`src/rtl/uart_reg_pkg.sv`:
```
package uart_reg_pkg;
  localparam int ADDR_W = 3;

  typedef enum logic [ADDR_W-1:0] {
    OFS_DATA    = 3'd0,
    OFS_IEN     = 3'd1,
    OFS_IDENT   = 3'd2,
    OFS_LCTL    = 3'd3,
    OFS_MCTL    = 3'd4,
    OFS_LSTAT   = 3'd5,
    OFS_MSTAT   = 3'd6,
    OFS_SCRATCH = 3'd7
  } ofs_e;

  typedef enum logic [3:0] {
    SEL_NONE,
    SEL_RXBUF,
    SEL_IEN,
    SEL_DIVLO,
    SEL_DIVHI,
    SEL_IDENT,
    SEL_LCTL,
    SEL_MCTL,
    SEL_LSTAT,
    SEL_MSTAT,
    SEL_SCRATCH
  } rsel_e;

  typedef struct packed {
    logic tx_load;
    logic ien;
    logic divlo;
    logic divhi;
    logic fifo;
    logic lctl;
    logic mctl;
    logic scratch;
  } wstb_t;
endpackage

```
`src/rtl/uart_addr_decode.sv`:
```
module uart_addr_decode
  import uart_reg_pkg::*;
(
  input  logic              clk,
  input  logic              rst_n,
  input  logic [ADDR_W-1:0] addr,
  input  logic              wr_en,
  input  logic              rd_en,
  input  logic              bank_sel,
  output wstb_t             wstb,
  output rsel_e             rsel,
  output logic              rx_pop
);
  ofs_e ofs;
  assign ofs = ofs_e'(addr);

  always_comb begin
    wstb   = '0;
    rsel   = SEL_NONE;
    rx_pop = 1'b0;
    case (ofs)
      OFS_DATA: begin
        if (bank_sel) begin
          wstb.divlo = wr_en;
          if (rd_en) rsel = SEL_DIVLO;
        end else begin
          wstb.tx_load = wr_en;
          rx_pop       = rd_en;
          if (rd_en) rsel = SEL_RXBUF;
        end
      end
      OFS_IEN: begin
        if (bank_sel) begin
          wstb.divhi = wr_en;
          if (rd_en) rsel = SEL_DIVHI;
        end else begin
          wstb.ien = wr_en;
          if (rd_en) rsel = SEL_IEN;
        end
      end
      OFS_IDENT: begin
        wstb.fifo = wr_en;
        if (rd_en) rsel = SEL_IDENT;
      end
      OFS_LCTL: begin
        wstb.lctl = wr_en;
        if (rd_en) rsel = SEL_LCTL;
      end
      OFS_MCTL: begin
        wstb.mctl = wr_en;
        if (rd_en) rsel = SEL_MCTL;
      end
      OFS_LSTAT: begin
        if (rd_en) rsel = SEL_LSTAT;
      end
      OFS_MSTAT: begin
        if (rd_en) rsel = SEL_MSTAT;
      end
      OFS_SCRATCH: begin
        wstb.scratch = wr_en;
        if (rd_en) rsel = SEL_SCRATCH;
      end
      default: begin
        rsel = SEL_NONE;
      end
    endcase
  end

  // at most one register is written per access
  p_one_wstb_r2: assert property (@(posedge clk) disable iff (!rst_n)
    $onehot0(wstb));

  // the receive pop and a divisor read never occur together
  p_pop_bank_r4: assert property (@(posedge clk) disable iff (!rst_n)
    rx_pop |-> (rsel == SEL_RXBUF));
endmodule

```
`src/rtl/uart_reg_bank.sv`:
```
module uart_reg_bank
  import uart_reg_pkg::*;
#(
  parameter int DATA_W = 8,
  parameter int IEN_W  = 4,
  localparam int DIV_W = 2 * DATA_W
) (
  input  logic              clk,
  input  logic              rst_n,
  input  wstb_t             wstb,
  input  logic [DATA_W-1:0] wdata,
  output logic [DATA_W-1:0] lctl_q,
  output logic [DATA_W-1:0] mctl_q,
  output logic [DATA_W-1:0] scratch_q,
  output logic [IEN_W-1:0]  ien_q,
  output logic [DIV_W-1:0]  div_q,
  output logic [DIV_W-1:0]  div_d
);
  logic [DATA_W-1:0] lctl_d, mctl_d, scratch_d;
  logic [IEN_W-1:0]  ien_d;

  always_comb begin
    lctl_d    = wstb.lctl    ? wdata : lctl_q;
    mctl_d    = wstb.mctl    ? wdata : mctl_q;
    scratch_d = wstb.scratch ? wdata : scratch_q;
    ien_d     = wstb.ien     ? wdata[IEN_W-1:0] : ien_q;
    div_d     = div_q;
    if (wstb.divlo) div_d[DATA_W-1:0]     = wdata;
    if (wstb.divhi) div_d[DIV_W-1:DATA_W] = wdata;
  end

  always_ff @(posedge clk or negedge rst_n) begin
    if (!rst_n) begin
      lctl_q    <= '0;
      mctl_q    <= '0;
      scratch_q <= '0;
      ien_q     <= '0;
      div_q     <= '0;
    end else begin
      lctl_q    <= lctl_d;
      mctl_q    <= mctl_d;
      scratch_q <= scratch_d;
      ien_q     <= ien_d;
      div_q     <= div_d;
    end
  end

  // the divisor moves only on a divisor-byte strobe
  p_div_only_strobe_r4: assert property (@(posedge clk) disable iff (!rst_n)
    !(wstb.divlo || wstb.divhi) |=> $stable(div_q));

  // a FIFO-control write leaves every stored register unchanged
  p_fifo_no_state_r5: assert property (@(posedge clk) disable iff (!rst_n)
    wstb.fifo |=> ($stable(lctl_q) && $stable(mctl_q) && $stable(scratch_q)
                   && $stable(ien_q) && $stable(div_q)));
endmodule

```
`src/rtl/uart_baud_gen.sv`:
```
module uart_baud_gen #(
  parameter int DIV_W = 16
) (
  input  logic             clk,
  input  logic             rst_n,
  input  logic [DIV_W-1:0] div_q,
  input  logic [DIV_W-1:0] div_d,
  input  logic             reload,
  output logic             tick
);
  logic [DIV_W-1:0] cnt_q, cnt_d;
  logic             div_zero;

  assign div_zero = (div_q == '0);

  always_comb begin
    if (reload)                      cnt_d = div_d;
    else if (div_zero)               cnt_d = '0;
    else if (cnt_q <= DIV_W'(1))     cnt_d = div_q;
    else                             cnt_d = cnt_q - DIV_W'(1);
  end

  always_ff @(posedge clk or negedge rst_n) begin
    if (!rst_n) cnt_q <= '0;
    else        cnt_q <= cnt_d;
  end

  assign tick = !div_zero && (cnt_q == DIV_W'(1));

  // a zero divisor with no reload gives no tick next cycle
  p_zero_div_silent_r9: assert property (@(posedge clk) disable iff (!rst_n)
    (div_zero && !reload) |=> !tick);

  // a reload to a divisor above 1 is not followed at once by a tick
  p_reload_quiet_r8: assert property (@(posedge clk) disable iff (!rst_n)
    (reload && (div_d > DIV_W'(1))) |=> !tick);

  // with a divisor above 1, a tick is a single-cycle pulse
  p_tick_single_r7: assert property (@(posedge clk) disable iff (!rst_n)
    (tick && (div_q > DIV_W'(1)) && !reload) |=> !tick);
endmodule

```
`src/rtl/uart_host_regs.sv`:
```
module uart_host_regs
  import uart_reg_pkg::*;
#(
  parameter int DATA_W = 8,
  parameter int IEN_W  = 4
) (
  input  logic              clk,
  input  logic              rst_n,
  input  logic [ADDR_W-1:0] addr,
  input  logic              wr_en,
  input  logic              rd_en,
  input  logic [DATA_W-1:0] wdata,
  output logic [DATA_W-1:0] rdata,
  input  logic [DATA_W-1:0] rx_byte,
  output logic              rx_pop,
  output logic              tx_push,
  output logic [DATA_W-1:0] tx_byte,
  input  logic [DATA_W-1:0] int_ident,
  output logic              fifo_ctl_we,
  output logic [DATA_W-1:0] fifo_ctl_byte,
  input  logic [DATA_W-1:0] line_stat,
  output logic [IEN_W-1:0]  irq_enable,
  output logic [DATA_W-1:0] line_ctl,
  output logic [DATA_W-1:0] modem_ctl,
  output logic              baud_tick
);
  localparam int DIV_W = 2 * DATA_W;

  wstb_t             wstb;
  rsel_e             rsel;
  logic [DATA_W-1:0] scratch_q;
  logic [DIV_W-1:0]  div_q, div_d;
  logic              reload;

  uart_addr_decode u_dec (
    .clk      (clk),
    .rst_n    (rst_n),
    .addr     (addr),
    .wr_en    (wr_en),
    .rd_en    (rd_en),
    .bank_sel (line_ctl[DATA_W-1]),
    .wstb     (wstb),
    .rsel     (rsel),
    .rx_pop   (rx_pop)
  );

  uart_reg_bank #(.DATA_W(DATA_W), .IEN_W(IEN_W)) u_bank (
    .clk       (clk),
    .rst_n     (rst_n),
    .wstb      (wstb),
    .wdata     (wdata),
    .lctl_q    (line_ctl),
    .mctl_q    (modem_ctl),
    .scratch_q (scratch_q),
    .ien_q     (irq_enable),
    .div_q     (div_q),
    .div_d     (div_d)
  );

  assign reload = wstb.divlo | wstb.divhi;

  uart_baud_gen #(.DIV_W(DIV_W)) u_baud (
    .clk    (clk),
    .rst_n  (rst_n),
    .div_q  (div_q),
    .div_d  (div_d),
    .reload (reload),
    .tick   (baud_tick)
  );

  assign tx_push       = wstb.tx_load;
  assign tx_byte       = wdata;
  assign fifo_ctl_we   = wstb.fifo;
  assign fifo_ctl_byte = wdata;

  always_comb begin
    case (rsel)
      SEL_RXBUF:   rdata = rx_byte;
      SEL_IEN:     rdata = {{(DATA_W-IEN_W){1'b0}}, irq_enable};
      SEL_DIVLO:   rdata = div_q[DATA_W-1:0];
      SEL_DIVHI:   rdata = div_q[DIV_W-1:DATA_W];
      SEL_IDENT:   rdata = int_ident;
      SEL_LCTL:    rdata = line_ctl;
      SEL_MCTL:    rdata = modem_ctl;
      SEL_LSTAT:   rdata = line_stat;
      SEL_SCRATCH: rdata = scratch_q;
      default:     rdata = '0;
    endcase
  end

  // data/enable offsets in the divisor bank leave the enables alone
  p_ien_guard_r4: assert property (@(posedge clk) disable iff (!rst_n)
    (wr_en && (addr <= ADDR_W'(1)) && line_ctl[DATA_W-1]) |=> $stable(irq_enable));

  // no read strobe, no read data
  p_idle_rdata_r10: assert property (@(posedge clk) disable iff (!rst_n)
    !rd_en |-> (rdata == '0));

  // unused enable bits read as zero
  p_ien_upper_r3: assert property (@(posedge clk) disable iff (!rst_n)
    (rd_en && (addr == ADDR_W'(1)) && !line_ctl[DATA_W-1]) |-> (rdata[DATA_W-1:IEN_W] == '0));
endmodule

```
`config.mk`:
```
export PLATFORM = sky130hd
export DESIGN_NAME = uart_host_regs
export DESIGN_NICKNAME = d
export VERILOG_FILES = /design/src/rtl/uart_reg_pkg.sv /design/src/rtl/uart_addr_decode.sv /design/src/rtl/uart_reg_bank.sv /design/src/rtl/uart_baud_gen.sv /design/src/rtl/uart_host_regs.sv
export SDC_FILE = /design/constraint.sdc
export NUM_CORES = 1
export LEC_CHECK = 0
export ABC_AREA = 1
export ABC_CLOCK_PERIOD_IN_PS = 5820
export CORE_MARGIN = 2
export CORE_UTILIZATION = 65
export CTS_BUF_LIST = sky130_fd_sc_hd__clkbuf_4
export DETAILED_ROUTE_END_ITERATION = 10
export DONT_BUFFER_PORTS = 1
export MAX_ROUTING_LAYER = met4
export PLACE_DENSITY = 0.81
export SETUP_SLACK_MARGIN = 0.02
export SYNTH_ARGS = -nofsm -noshare
export SYNTH_HDL_FRONTEND = slang
export SYNTH_HIERARCHICAL = 1
export SYNTH_SLANG_ARGS = --single-unit
```
`constraint.sdc`:
```
create_clock -name clk -period 5.82 [get_ports clk]
set_clock_uncertainty 0.05 [all_clocks]
set_input_delay 1.746 -clock clk [delete_from_list [all_inputs] [get_ports clk]]
set_output_delay 1.746 -clock clk [all_outputs]
set_load 0.01 [all_outputs]
```
### Word level (Yosys, flattened, before mapping)

Cells that the tools add are included.

| cells by class | value |
|---|---|
| $add $sub $neg | 1 |
| eq/ne operators | 17 |
| order comparisons | 1 |
| muxes and demuxes | 31 |
| reduce and logical (&&, ||, !) cells | 4 |
| bitwise operators | 1 |

Operators by type and width:

| cell | number |
|---|---|
| $pmux 8 s9 | 1 |
| $mux 16 | 3 |
| $pmux 4 s8 | 1 |
| $eq 16x1->1 const B | 1 |
| $eq 4x3->1 const B | 4 |
| $le 16x1->1 const B | 1 |
| $logic_not 16->1 | 1 |
| $mux 8 | 2 |
| $sub 16x1->16 const B | 1 |
| $mux 3 | 5 |
| $mux 1 | 13 |
| $eq 3x3->1 const B | 4 |
| $mux 4 | 3 |
| $eq 4x2->1 const B | 2 |
| $eq 4x4->1 const B | 2 |
| $eq 3x2->1 const B | 2 |
| $mux 2 | 3 |
| $eq 4x1->1 const B | 1 |
| $eq 3x1->1 const B | 1 |
| $logic_not 3->1 | 1 |
| $logic_and 1x1->1 | 1 |
| $logic_not 1->1 | 1 |
| $or 1x1->1 | 1 |

| storage, ports and cells | value |
|---|---|
| word-level logic and storage cells | 61 |
| bits in registers | 60 |

### Longest topological paths before layout

Gate-level depths: netlist of run 1.

| depth | value |
|---|---|
| word-level depth | 5 |
| depth in mapped cells | 12 |
| mapped depth without buffers | 11 |

### Modules after synthesis

The synthesis of run 1 kept the hierarchy.

By module, submodules not included:

| module | sequential area each (µm²) | times used | cells an instance | area an instance (µm²) |
|---|---|---|---|---|
| uart_reg_bank | 1,101.1 | 1 | 187 | 1,675.4 |
| uart_baud_gen | 400.4 | 1 | 233 | 1,387.6 |
| uart_host_regs | 0.0 | 1 | 173 | 873.3 |
| uart_addr_decode | 0.0 | 1 | 37 | 172.7 |

### Worst setup path before layout of run 1

OpenSTA, ideal clock, no wires.

| timing | value |
|---|---|
| path kind | in2out |
| start point | input addr[0] |
| end point | output rdata[0] |
| required time | 4.024 ns |
| data arrival time | 2.870 ns |
| setup slack | 1.154 ns |
| stages on the path | 11 |
| path buffers | 1 |
| cells stage by stage | nor2_2 > nand3_1 > nand2_1 > clkinv_1 > nand3_1 > nor2_2 > buf_6 > nand3_1 > nand2_1 > nor2_1 > nand3_1 |

| between the ends | value |
|---|---|
| word-level cells in the longest chain between the ends | 4 |

RTL lines:

| what | RTL line | source |
|---|---|---|
| start, declared | uart_host_regs.sv:9 | `input logic [ADDR_W-1:0] addr,` |
| $eq 3x3->1, or another cell as far along | uart_addr_decode.sv:21 | `case (ofs)` |
| $pmux 4 s8 * | uart_addr_decode.sv:21 |  |
| via rsel[1] | uart_host_regs.sv:30 | `rsel_e rsel;` |
| $eq 4x4->1, or another cell as far along | uart_host_regs.sv:77 | `case (rsel)` |
| $pmux 8 s9 * | uart_host_regs.sv:77 |  |
| end, declared | uart_host_regs.sv:13 | `output logic [DATA_W-1:0] rdata,` |

The timed path passes the listed nets; every way through them passes the cells marked *.

### Worst setup path after layout of run 1

| timing | value |
|---|---|
| start point | input addr[0] |
| end point | output rdata[2] |

The elaborated chain is that of the path after synthesis.

==> summary by stage, run 1 <==
Layout
The share of cells above drive strength 1 is 0.0798. The final net count is 650. The number of fillers in the final layout is 521. Relative to the synthesized area, the layout overhead comes to -1.52%. The antenna diode count is 0. The final non-filler cell area is 4050 um2.

GRT
Entering global routing, the biggest net connects 61 pins. For this run the aggregate overflow at the end of global routing stands at 0. The wire length of the first global-routing pass is 17400 um.

The number of antenna violations at the first check in global routing came to 0. For this run, the total global-route usage over all layers was measured as 0.322. The number of global-route vias before repair came to 3561.

Synth
In this run the mean area of a mapped cell was 6.52 um2. The proportion of synthesized chip area in sequential cells is 0.365. The distinct cell type count after synthesis is 29.

The library cell with the largest summed area after synthesis is dfrtp_1. Sorting the synthesized cells by area gives the leading types as dfrtp_1, nand2_1, nand3_1, nor2_1, inv_1. The synthesis-stage register bit count is 60. The share of Yosys cell area claimed by the top area cell type is 0.365. Yosys printed 6 warnings. The cell count after synthesis is 630.

The number of nets in the synthesized netlist is 671. The cell area after technology mapping is 4110 um2.

Worst hold path
The startpoint identified for the worst hold timing path is u_bank/scratch_q[4]$_DFFE_PN0P_. The path category of the worst min-delay check is reg -> reg.

Critical path
The critical path launch point type is an input pin. The data required time at the worst endpoint is 4.02 ns. The startpoint of the worst register-to-register path is u_bank/lctl_q[7]$_DFFE_PN0P_. The launch point of the worst path is addr[0]. Data arrives at the worst endpoint at 3.35 ns. The critical path capture point type is an output port.

The setup path with the least slack is of type in -> out. The maximum fanout along the worst path is 13.

Clock network
Counting the buffers created by CTS gives 9. The latest clock arrival within the worst-skew pair is 0.40 ns. The post-CTS setup-driven buffer insertion count is 0. The post-cts repair resize count is 0.

The number of clock sinks seen by CTS is 60. CTS built an H-tree with a depth of 3. The maximum clock insertion buffer count is 2.

The CTS tree is built. The clock-pin slew on the worst setup and hold paths is 0.10 ns. Buffers inserted to repair hold after CTS numbered 0. The cell sitting at the root of the clock tree is a clkbuf_4.

Job
The tool flagged a number of max-cap violations equal to 0.

Die
The top-level port count is 87. The floorplan step set the die width to 83.5 um. The floorplan step defined a core boundary enclosing 6030 um2. Row generation in the floorplan step produced 28 rows.

The die is 83.5 um tall. The initial utilization of the core area, before any placement, comes to 0.682. The die covers 6970 um2.

Timing
The setup TNS after final layout is 0 ns. The relative slew slack is 0.221. The actual transition at the worst max-transition pin is 1.16 ns. The final setup violation count is 0.

The number of endpoints with negative hold slack in the final report is 0. The maximum clock frequency is 194 MHz. Dividing the final minimum period by the clock period gives 0.885.

The routed design could run at a clock period as short as 5.15 ns. Setup repair after global routing left no endpoint under its margin. The max-slew violation count is 0.

Placed design
Detailed placement finished with a half-perimeter wire length of 7900 um. Buffers placed on the I/O ports in this run total 0. At the end of routability-driven placement, the weighted congestion stood at 0.978.

The placement-stage cell area is 3940 um2.

Drt
Once detail routing completed, the nets flagged for antenna violations numbered 0. The vias per cell is 5.63. The routed layout has 3879 vias.

The initial detailed-routing violation count is 301. The average wire per cell in the routed design is 15.4 um. The count of unresolved DRC violations after routing is 0. The length of the first detailed-routing pass in iterations is 5. The total wirelength of the detailed-routed design is 10600 um.

Power and ir drop
Summed over all cells, the static leakage comes to 2.23 nW. Dividing total power by cell area gives a power density of 362 nW/um2. Across the VDD grid, the largest voltage drop is 0.213 mV.

Run status
The flow ran to the end, and the final reports show no timing, DRC or antenna violations.
## worst max-delay path, cell delays in order
cell and delay [ns]:
nor2_2 0.18, nand2_1 0.10, nand2_1 0.06, nand2_1 0.04, nand3_1 0.16, inv_1 0.08, nor2_2 0.42, nand2_1 0.20
nor2_1 0.14, nor2_1 0.06, nand3_1 0.15
## path summary, 6_finish.rpt
path | endpoint | slack (ns) | cells past startpoint
setup / recovery | rdata[2] | 0.67 | 11
hold / removal | u_bank/scratch_q[4]$_DFFE_PN0P_ | 0.45 | 2
setup reg to reg | u_baud/cnt_q[11]$_DFF_PN0_ | 2.96 | 8
hold reg to reg | u_bank/scratch_q[4]$_DFFE_PN0P_ | 0.45 | 2
max in group asynchronous | u_bank/mctl_q[5]$_DFFE_PN0P_ | 4.64 | 0
min in group asynchronous | u_bank/div_q[5]$_DFF_PN0_ | 0.98 | 0
## cells by family after synthesis
logic type	Yosys count	synth area share
xor gates and xnor gates	3	0.00640
and+or+nand+nor	463	0.484
AOI/OAI and AO/OA	11	0.0174
buffers and inverters	91	0.121
adders and majority gates	2	0.00609
DFF	60	0.365
## routing by layer
layer	routed length (um)	GRT usage	vias up
met5	0	-	-
met4	284	0.123	0
met3	822	0.0534	23
met2	5070	0.523	192
met1	4430	0.408	1758
li1	-	-	1906
## metrics by stage
stage | power [mW] | hold WS [ns] | instances | utilization | worst slack [ns]
floorplan | 1.12 | 0.393 | 630 | - | 1.15
global placement | 1.20 | 0.407 | 673 | 0.654 | 0.810
detailed placement | 1.22 | 0.412 | 673 | 0.654 | 0.682
CTS | 1.46 | 0.439 | 689 | 0.672 | 0.667
global route | 1.59 | 0.449 | 689 | 0.672 | 0.465
finish | 1.46 | 0.448 | 689 | 0.672 | 0.670
## cell type report
cell class / instances / area [um2] / share of cell area
clock inverter: 6 / 31.3 / 0.00773
clock buffer: 10 / 75.1 / 0.0186
timing repair buffer: 3 / 22.5 / 0.00557
multi-input combinational: 479 / 2110 / 0.522
tap: 75 / 93.8 / 0.0232
inverter: 56 / 210 / 0.0519
sequential: 60 / 1500 / 0.371
## cells in the final DEF, fill, tap and decap left out, types with 7 or more instances in the layout
cell | netlist | layout
nand3b_1 | 9 | 9
clkbuf_4 | 0 | 10
nor2_1 | 55 | 55
dfrtp_1 | 60 | 60
inv_1 | 45 | 45
nor3_1 | 7 | 7
nand3_1 | 83 | 83
nand2_1 | 283 | 283
nor2_2 | 8 | 8
inv_2 | 10 | 10
## power breakdown
part | switching, mW | internal (mW)
combinational | 0.360 | 0.189
sequential | 0.136 | 0.538
clock | 0.153 | 0.0883
## synthesized netlist by cell type
| master | n |
|---|---|
| nand3_2 | 4 |
| ha_1 | 2 |
| nand2_2 | 3 |
| inv_2 | 10 |
| nor2_4 | 4 |
| nand2_1 | 283 |
| o21bai_1 | 1 |
| a21oi_1 | 4 |
| o21ai_0 | 2 |
| clkbuf_1 | 2 |
| buf_2 | 3 |
| inv_1 | 45 |
| clkinv_1 | 1 |
| nand2_4 | 1 |
| o211ai_1 | 1 |
| nor2_1 | 55 |
| buf_6 | 10 |
| nor3_1 | 7 |
| o21ai_1 | 2 |
| dfrtp_1 | 60 |
| nor2_2 | 8 |
| nor4_1 | 2 |
| nand4_1 | 3 |
| nand3b_1 | 9 |
| a21oi_4 | 1 |
| or2_2 | 1 |
| nand3_1 | 83 |
| buf_4 | 20 |
| xnor2_1 | 3 |
## flip-flops by register name, indices dropped and copies added, names as in the netlist
signal            count
u_bank/div_q         16
u_baud/cnt_q         16
u_bank/mctl_q         8
u_bank/lctl_q         8
u_bank/ien_q          4
u_bank/scratch_q      8
Note: power is estimated with default switching activity, not from simulation.
==> inputs of run 2 (changes only) <==
--- a/config.mk
+++ b/config.mk
@@ -7,13 +7,15 @@
 export LEC_CHECK = 0
 export ABC_AREA = 1
 export ABC_CLOCK_PERIOD_IN_PS = 5820
+export CELL_PAD_IN_SITES_DETAIL_PLACEMENT = 1
+export CELL_PAD_IN_SITES_GLOBAL_PLACEMENT = 1
 export CORE_MARGIN = 2
-export CORE_UTILIZATION = 65
+export CORE_UTILIZATION = 50
 export CTS_BUF_LIST = sky130_fd_sc_hd__clkbuf_4
 export DETAILED_ROUTE_END_ITERATION = 10
 export DONT_BUFFER_PORTS = 1
 export MAX_ROUTING_LAYER = met4
-export PLACE_DENSITY = 0.81
+export PLACE_DENSITY_LB_ADDON = 0.1
 export SETUP_SLACK_MARGIN = 0.02
 export SYNTH_ARGS = -nofsm -noshare
 export SYNTH_HDL_FRONTEND = slang
==> run 2 against run 1 <==
First-iteration DRC count down 54%. Combinational power up 3%. Critical path depth unchanged. Clock power about the same. Non-clock buffer count up 2. Register-to-register slack better by 0.12 ns. Worst setup slack worse by 0.12 ns. Total power up 0.99%. Final area up 1.1%. Maximum frequency down 2.3%. Die area up 28%. Highest routed layer unchanged. Critical path type unchanged.
==> summary by stage, run 2 (same netlist as run 1, synthesis figures left out) <==
Placed design
Once placement finished, the instance area stood at 3990 um2. The congestion estimate from routability-driven global placement came to 0.860. The number of buffers added on ports is 0. The placed wire-length estimate is 9610 um.

Timing
Setup repair after global routing left no endpoint under its margin. The max-slew violation count came to 0. The part of the cycle the worst path needs is 0.906. The worst pin sits at a relative slew slack of 0.281.

The worst path needs 5.27 ns of the cycle, external delays included. After routing, the total negative slack on setup checks comes to 0 ns. For the pin with the worst max-slew slack, the measured transition is 1.08 ns. On the final layout, the worst hold slack is 0.434 ns. The final setup violation count is 0.

The number of endpoints with negative hold slack in the final report came to 0. Based on the critical path, the design can be clocked at up to 190 MHz.

Critical path
The delay of the slowest critical-path stage is 0.42 ns. The critical path buffer and inverter count is 1. In this run the critical register-to-register path is launched from u_bank/lctl_q[7]$_DFFE_PN0P_. In this run the register-to-register setup slack is 3.08 ns. The worst setup path is of the in -> out kind. The critical path launch point type is an input pin.

Tracing the worst setup path back leads to its startpoint at addr[0]. The signal on the critical path passes through nor2_2, nand2_1, nand2_1, nand2_1, nand3_1, inv_1, nor2_2, nand2_1, nor2_1, nor2_1, nand3_1. The maximum fanout along the worst path is 13. In this run the critical register-to-register path is captured at u_baud/cnt_q[11]$_DFF_PN0_. The arrival time at the worst endpoint is 3.48 ns.

The cell seen most often among critical-path stages is nand2_1. The number of cells on the worst reg-to-reg path is 9. The worst setup path is captured at an output port. The data required time at the worst endpoint is 4.02 ns. Broken down by cell family, the worst path's largest delay share belongs to simple AND/OR/NAND/NOR gates. The slowest stage of the critical path is the nor2_2 cell.

GRT
The remaining global-route overflow is 0. The number of antenna violations at the first check in global routing is 0. The first global-routing pass estimated 19600 um of wire. For this run, the total global-route usage over all layers was measured as 0.297. The number of global-route vias before repair was 3967. Entering global routing, the biggest net connects 61 pins.

Layout
The core utilization of the finished layout is 0.506. The share of cells above drive strength 1 is 0.0813. In the final layout, the registers with the most flip-flops are u_bank/div_q: 16 flops, u_baud/cnt_q: 16 flops. The area growth from synthesis to layout is -0.396%. Summing all flip-flop and latch instances after layout gives 1500 um2. The number of antenna diodes in the final layout is 0. The combined area of the multi-input logic cells is 2110 um2. In the layout the commonest cells are nand2_1, nand3_1, dfrtp_1, nor2_1, inv_1. After the last flow step, the layout net total stands at 652. The number of fillers in the final layout is 1162. The most common cell after layout, fill and taps aside is nand2_1.

The finished cells cover 4090 um2.

Worst hold path
For hold timing, the worst endpoint is u_bank/scratch_q[5]$_DFFE_PN0P_. The hold path startpoint is u_bank/scratch_q[5]$_DFFE_PN0P_. The worst hold path belongs to the class reg -> reg. The worst hold path passes through 2 cells.

Die
The initial core utilization is 0.508. The die span in y is 94.7 um. The core region is 8090 um2. The full die area is 8960 um2. The top-level port count is 87. The die width is 94.7 um. After floorplanning, the core was divided into 33 placement rows.

Clock network
The CTS tree is built. In this run, CTS created clock tree buffers numbering 9. The maximum clock insertion buffer count is 2.

The total of hold buffers inserted after clock tree synthesis is 0. The root buffer cell chosen for the clock tree is clkbuf_4. The number of clock sinks seen by CTS is 60. Clock latency on the worst-skew pair, taken at its later pin, is 0.40 ns.

Post-CTS repair changed the size of 0 cells. Post-CTS timing repair inserted 0 buffers for setup. The number of H-tree branching levels is 3. After clock tree synthesis, the clock-pin slew on the worst setup and hold paths is 0.09 ns.

Drt
The length of the first detailed-routing pass in iterations is 4. After detailed routing, the number of vias per cell comes to 5.36. Dividing the detail-routed wire length by the instance count gives 17.2 um. The count of unresolved DRC violations after routing is 0. For this block, the initial DRC count from the detailed router was 137. The routed design has 12400 um of wire. The routed via count is 3857. The count of nets left with antenna violations after detail routing is 0.

Power and ir drop
The maximum vdd drop is 0.129 mV. The final total power is 1.48 mW. For this design the ratio of total power to cell area is 361 nW/um2.

The static leakage is 2.24 nW.

Run status
The flow ran to the end, and the final reports show no timing, DRC or antenna violations.

Job
The max-capacitance violation count is 0.
## run 2: how the worst max path moves through the flow
stage | end | slack, ns | cells after the start
floorplan | rdata[0] | 1.15 | 11
global placement | rdata[0] | 0.70 | 11
detailed placement | rdata[1] | 0.57 | 11
CTS | rdata[1] | 0.56 | 11
global route | rdata[1] | 0.29 | 11
finish | rdata[1] | 0.55 | 11
## run 2: layout make-up
cell class / count / area share
multi-input cells: 479 / 0.516
flip-flops and latches: 60 / 0.367
inverters: 56 / 0.0514
well taps: 105 / 0.0321
clock buffers: 11 / 0.0202
repair buffers: 5 / 0.00917
clock inverters: 4 / 0.00428
## run 2: worst register-to-register path, cell delays in order, from the launching register on
cell,delay (ns)
dfrtp_1,0.53
inv_1,0.18
nor3_1,0.10
buf_4,0.19
or2_2,0.44
a21oi_1,0.88
nand2_1,0.14
inv_1,0.08
nand2_1,0.05
nand2_1,0.06
## run 2: power breakdown
group | total, mW | switching (mW) | internal [mW]
Combinational | 0.566 | 0.372 | 0.194
Clock | 0.238 | 0.147 | 0.0911
Sequential | 0.673 | 0.136 | 0.538
Total | 1.48 | 0.655 | 0.823
## run 2: layer usage
layer | track usage | vias up | part of all wire
met2 | 0.508 | 107 | 0.50
met1 | 0.338 | 1814 | 0.40
li1 | - | 1909 | -
met3 | 0.0670 | 27 | 0.065
met5 | - | - | 0
met4 | 0.117 | 0 | 0.028
## run 2: metrics by stage
step	std cells	worst slack [ns]
5_1_grt	720	0.288
3_3_place_gp	705	0.697
4_1_cts	720	0.560
6_report	720	0.547
3_5_place_dp	705	0.575
2_1_floorplan	630	1.15
==> inputs of run 3 (changes only) <==
--- a/config.mk
+++ b/config.mk
@@ -9,6 +9,7 @@
 export ABC_CLOCK_PERIOD_IN_PS = 5820
 export CELL_PAD_IN_SITES_DETAIL_PLACEMENT = 1
 export CELL_PAD_IN_SITES_GLOBAL_PLACEMENT = 1
+export CORE_ASPECT_RATIO = 0.5
 export CORE_MARGIN = 2
 export CORE_UTILIZATION = 50
 export CTS_BUF_LIST = sky130_fd_sc_hd__clkbuf_4
==> run 3 against run 2 <==
Die area rose by 0.49%. First-iteration DRC count increased by 85%. Cell count up 0.56%. Hold slack improved by 0.0015 ns. Utilization grew 0.74 points. Flip-flop and latch count stayed put. Clock-buffer cell count fell by 2. Critical path type unchanged. Largest power group unchanged.
==> summary by stage, run 3 (same netlist as run 1, synthesis figures left out) <==
Run status
The flow ran to the end, and the final reports show no timing, DRC or antenna violations.

Drt
The length of the first detailed-routing pass in iterations is 4. The routed via count is 3849. The average wire per cell in the routed design is 16.7 um. The initial detailed-routing violation count is 253. The count of nets left with antenna violations after detail routing is 0. The total wirelength of the detailed-routed design is 12100 um. In the routed design, unresolved DRC markers number 0.

The vias per cell is 5.32.

Critical path
The critical path launch point type is an input pin. The master of the slowest instance on the critical path is nor2_2. The data required time at the worst endpoint is 4.02 ns. In this design, the critical path's most frequently occurring cell is nand2_1. The cell type group with the largest total delay on the critical path is simple AND/OR/NAND/NOR gates. The critical path capture point type is an output port.

The arrival time at the worst endpoint is 3.48 ns. The worst setup path is of the in -> out kind. Along the worst path, the maximum fanout reaches 13. The number of buffers and inverters on the critical path is 1. For this run, the slowest stage of the critical path takes 0.43 ns. Traced cell by cell, the critical path runs through nor2_2, nand2_1, nand2_1, nand2_1, nand3_1, inv_1, nor2_2, nand2_1, nor2_1, nor2_1, nand3_1.

Layout
The most common cell after layout, fill and taps aside is nand2_1. The number of antenna diodes in the final layout is 0. The largest registers in the layout are u_bank/div_q: 16 flops, u_baud/cnt_q: 16 flops. Measured on the finished design, the core utilization comes to 0.513. In the layout the commonest cells are nand2_1, nand3_1, dfrtp_1, nor2_1, inv_1. Compared with the post-synthesis result, the final layout area differs by -0.0913%. Summing all non-filler instances in the final layout gives an area of 4110 um2. The share of cells above drive strength 1 is 0.0784. The final non-filler cell total is 724. The final net count is 651.

GRT
The wire length of the first global-routing pass is 19700 um. The remaining global-route overflow is 0. The number of antenna violations at the first check in global routing is 0. The number of global-route vias before repair is 3834.

Entering global routing, the biggest net connects 61 pins. In the global route stage, overall resource usage came out at 0.296.

Timing
Subtracting the final worst setup slack from the clock period gives 5.28 ns. Hold is met by 0.435 ns. Measured against its own limit, the worst slew margin works out to 0.288. Adding up every negative setup slack in the final design gives 0 ns.

Setup repair after global routing left no endpoint under its margin. Derived from the worst setup path, the maximum achievable clock frequency is 189 MHz. Setup slack closes at 0.541 ns. For the pin with the worst max-slew slack, the measured transition is 1.07 ns. The max-slew violation count was 0. The final setup violation count is 0.

The number of endpoints with negative hold slack in the final report is 0. The part of the cycle the worst path needs is 0.907.

Placed design
The placement-stage cell area is 3990 um2. Routability-driven placement finished with a final weighted congestion of 0.869. The number of instances in the placed design is 711. The placed wire-length estimate is 9300 um. Before CTS, the worst setup slack after placement is 0.563 ns. In this run the tool buffered the top-level ports with 0 buffer cells.

Clock network
The latest clock arrival within the worst-skew pair is 0.43 ns. The clock net in this run drives a total of 60 sinks. The number of H-tree branching levels is 3.

The post-CTS setup-driven buffer insertion count is 0. The maximum clock insertion buffer count is 2. The total of hold buffers inserted after clock tree synthesis is 0. The clock-pin slew on the worst setup and hold paths is 0.10 ns.

The number of buffers created by CTS is 9. The CTS tree is built. The clock root buffer is clkbuf_4.

Post-CTS repair changed the size of 0 cells.

Power and ir drop
The internal portion of total power is 0.848 mW. The sequential cell fraction of total power is 0.448. The static leakage is 2.24 nW.

The switching portion of total power is 0.438. The net switching power of the design is 0.662 mW. The share of total power dissipated in combinational logic is 0.374. The maximum vdd drop is 0.169 mV. The final total power is 1.51 mW. The power share of the clock group is 0.177. Dividing total power by cell area gives a power density of 368 nW/um2.

Die
From bottom edge to top edge, the die measures 68.1 um. The die covers 9000 um2. The initial core utilization is 0.514. The die width is 132 um.

The floorplan has 23 rows. The top-level port count is 87. The core area is 8000 um2.

Worst hold path
The worst hold path belongs to the class reg -> reg.

Job
Across the run, the number of max-cap violations was 0.
[run 3: cell count changes in the layout (fill, tap and decap cells not counted)]
cell / before / now
buf_4: 5 / 4
clkbuf_4: 11 / 9
bufinv_16: 0 / 1
clkinv_1: 3 / 2
[run 3: path summary, 6_finish.rpt]
| path | startpoint | end | slack, ns | cells past startpoint |
|---|---|---|---|---|
| setup / recovery | addr[0] | rdata[3] | 0.54 | 11 |
| hold / removal | u_bank/scratch_q[7]$_DFFE_PN0P_ | u_bank/scratch_q[7]$_DFFE_PN0P_ | 0.44 | 2 |
| setup reg to reg | u_bank/lctl_q[7]$_DFFE_PN0P_ | u_baud/cnt_q[9]$_DFF_PN0_ | 3.12 | 9 |
| hold reg to reg | u_bank/scratch_q[7]$_DFFE_PN0P_ | u_bank/scratch_q[7]$_DFFE_PN0P_ | 0.44 | 2 |
| max in group asynchronous | rst_n | u_baud/cnt_q[11]$_DFF_PN0_ | 4.64 | 0 |
| min in group asynchronous | rst_n | u_bank/scratch_q[0]$_DFFE_PN0P_ | 0.95 | 0 |
[run 3: worst reg2reg max path, cell delays in order (launching register included)]
cell,delay [ns]
dfrtp_1,0.52
inv_1,0.17
nor3_1,0.07
buf_4,0.18
or2_2,0.44
a21oi_1,0.87
nand2_1,0.12
inv_1,0.08
nand2_1,0.06
nand2_1,0.07
[run 3: final cells by class]
type	count	area (um2)
clock buffer	9	67.6
clock inverter	4	43.8
fill	1136	3890
inverter	56	210
multi-input combinational	479	2110
sequential	60	1500
tap	112	140
timing repair buffer	4	30.0
[run 3: power by group through the flow]
stage               Combinational (mW)  Clock [mW]  Sequential [mW]
floorplan                        0.479           0            0.641
global placement                 0.535           0            0.680
detailed placement               0.565           0            0.684
CTS                              0.569       0.275            0.676
global route                     0.659       0.294            0.695
finish                           0.565       0.268            0.677
[run 3: routing by layer]
layer  part of all wire  global-route usage  vias to the layer above
li1                   -                   -                     1905
met1               0.46               0.362                     1841
met2               0.46               0.482                       91
met3              0.070              0.0948                       12
met4             0.0093              0.0833                        0
met5                  0                   -                        -
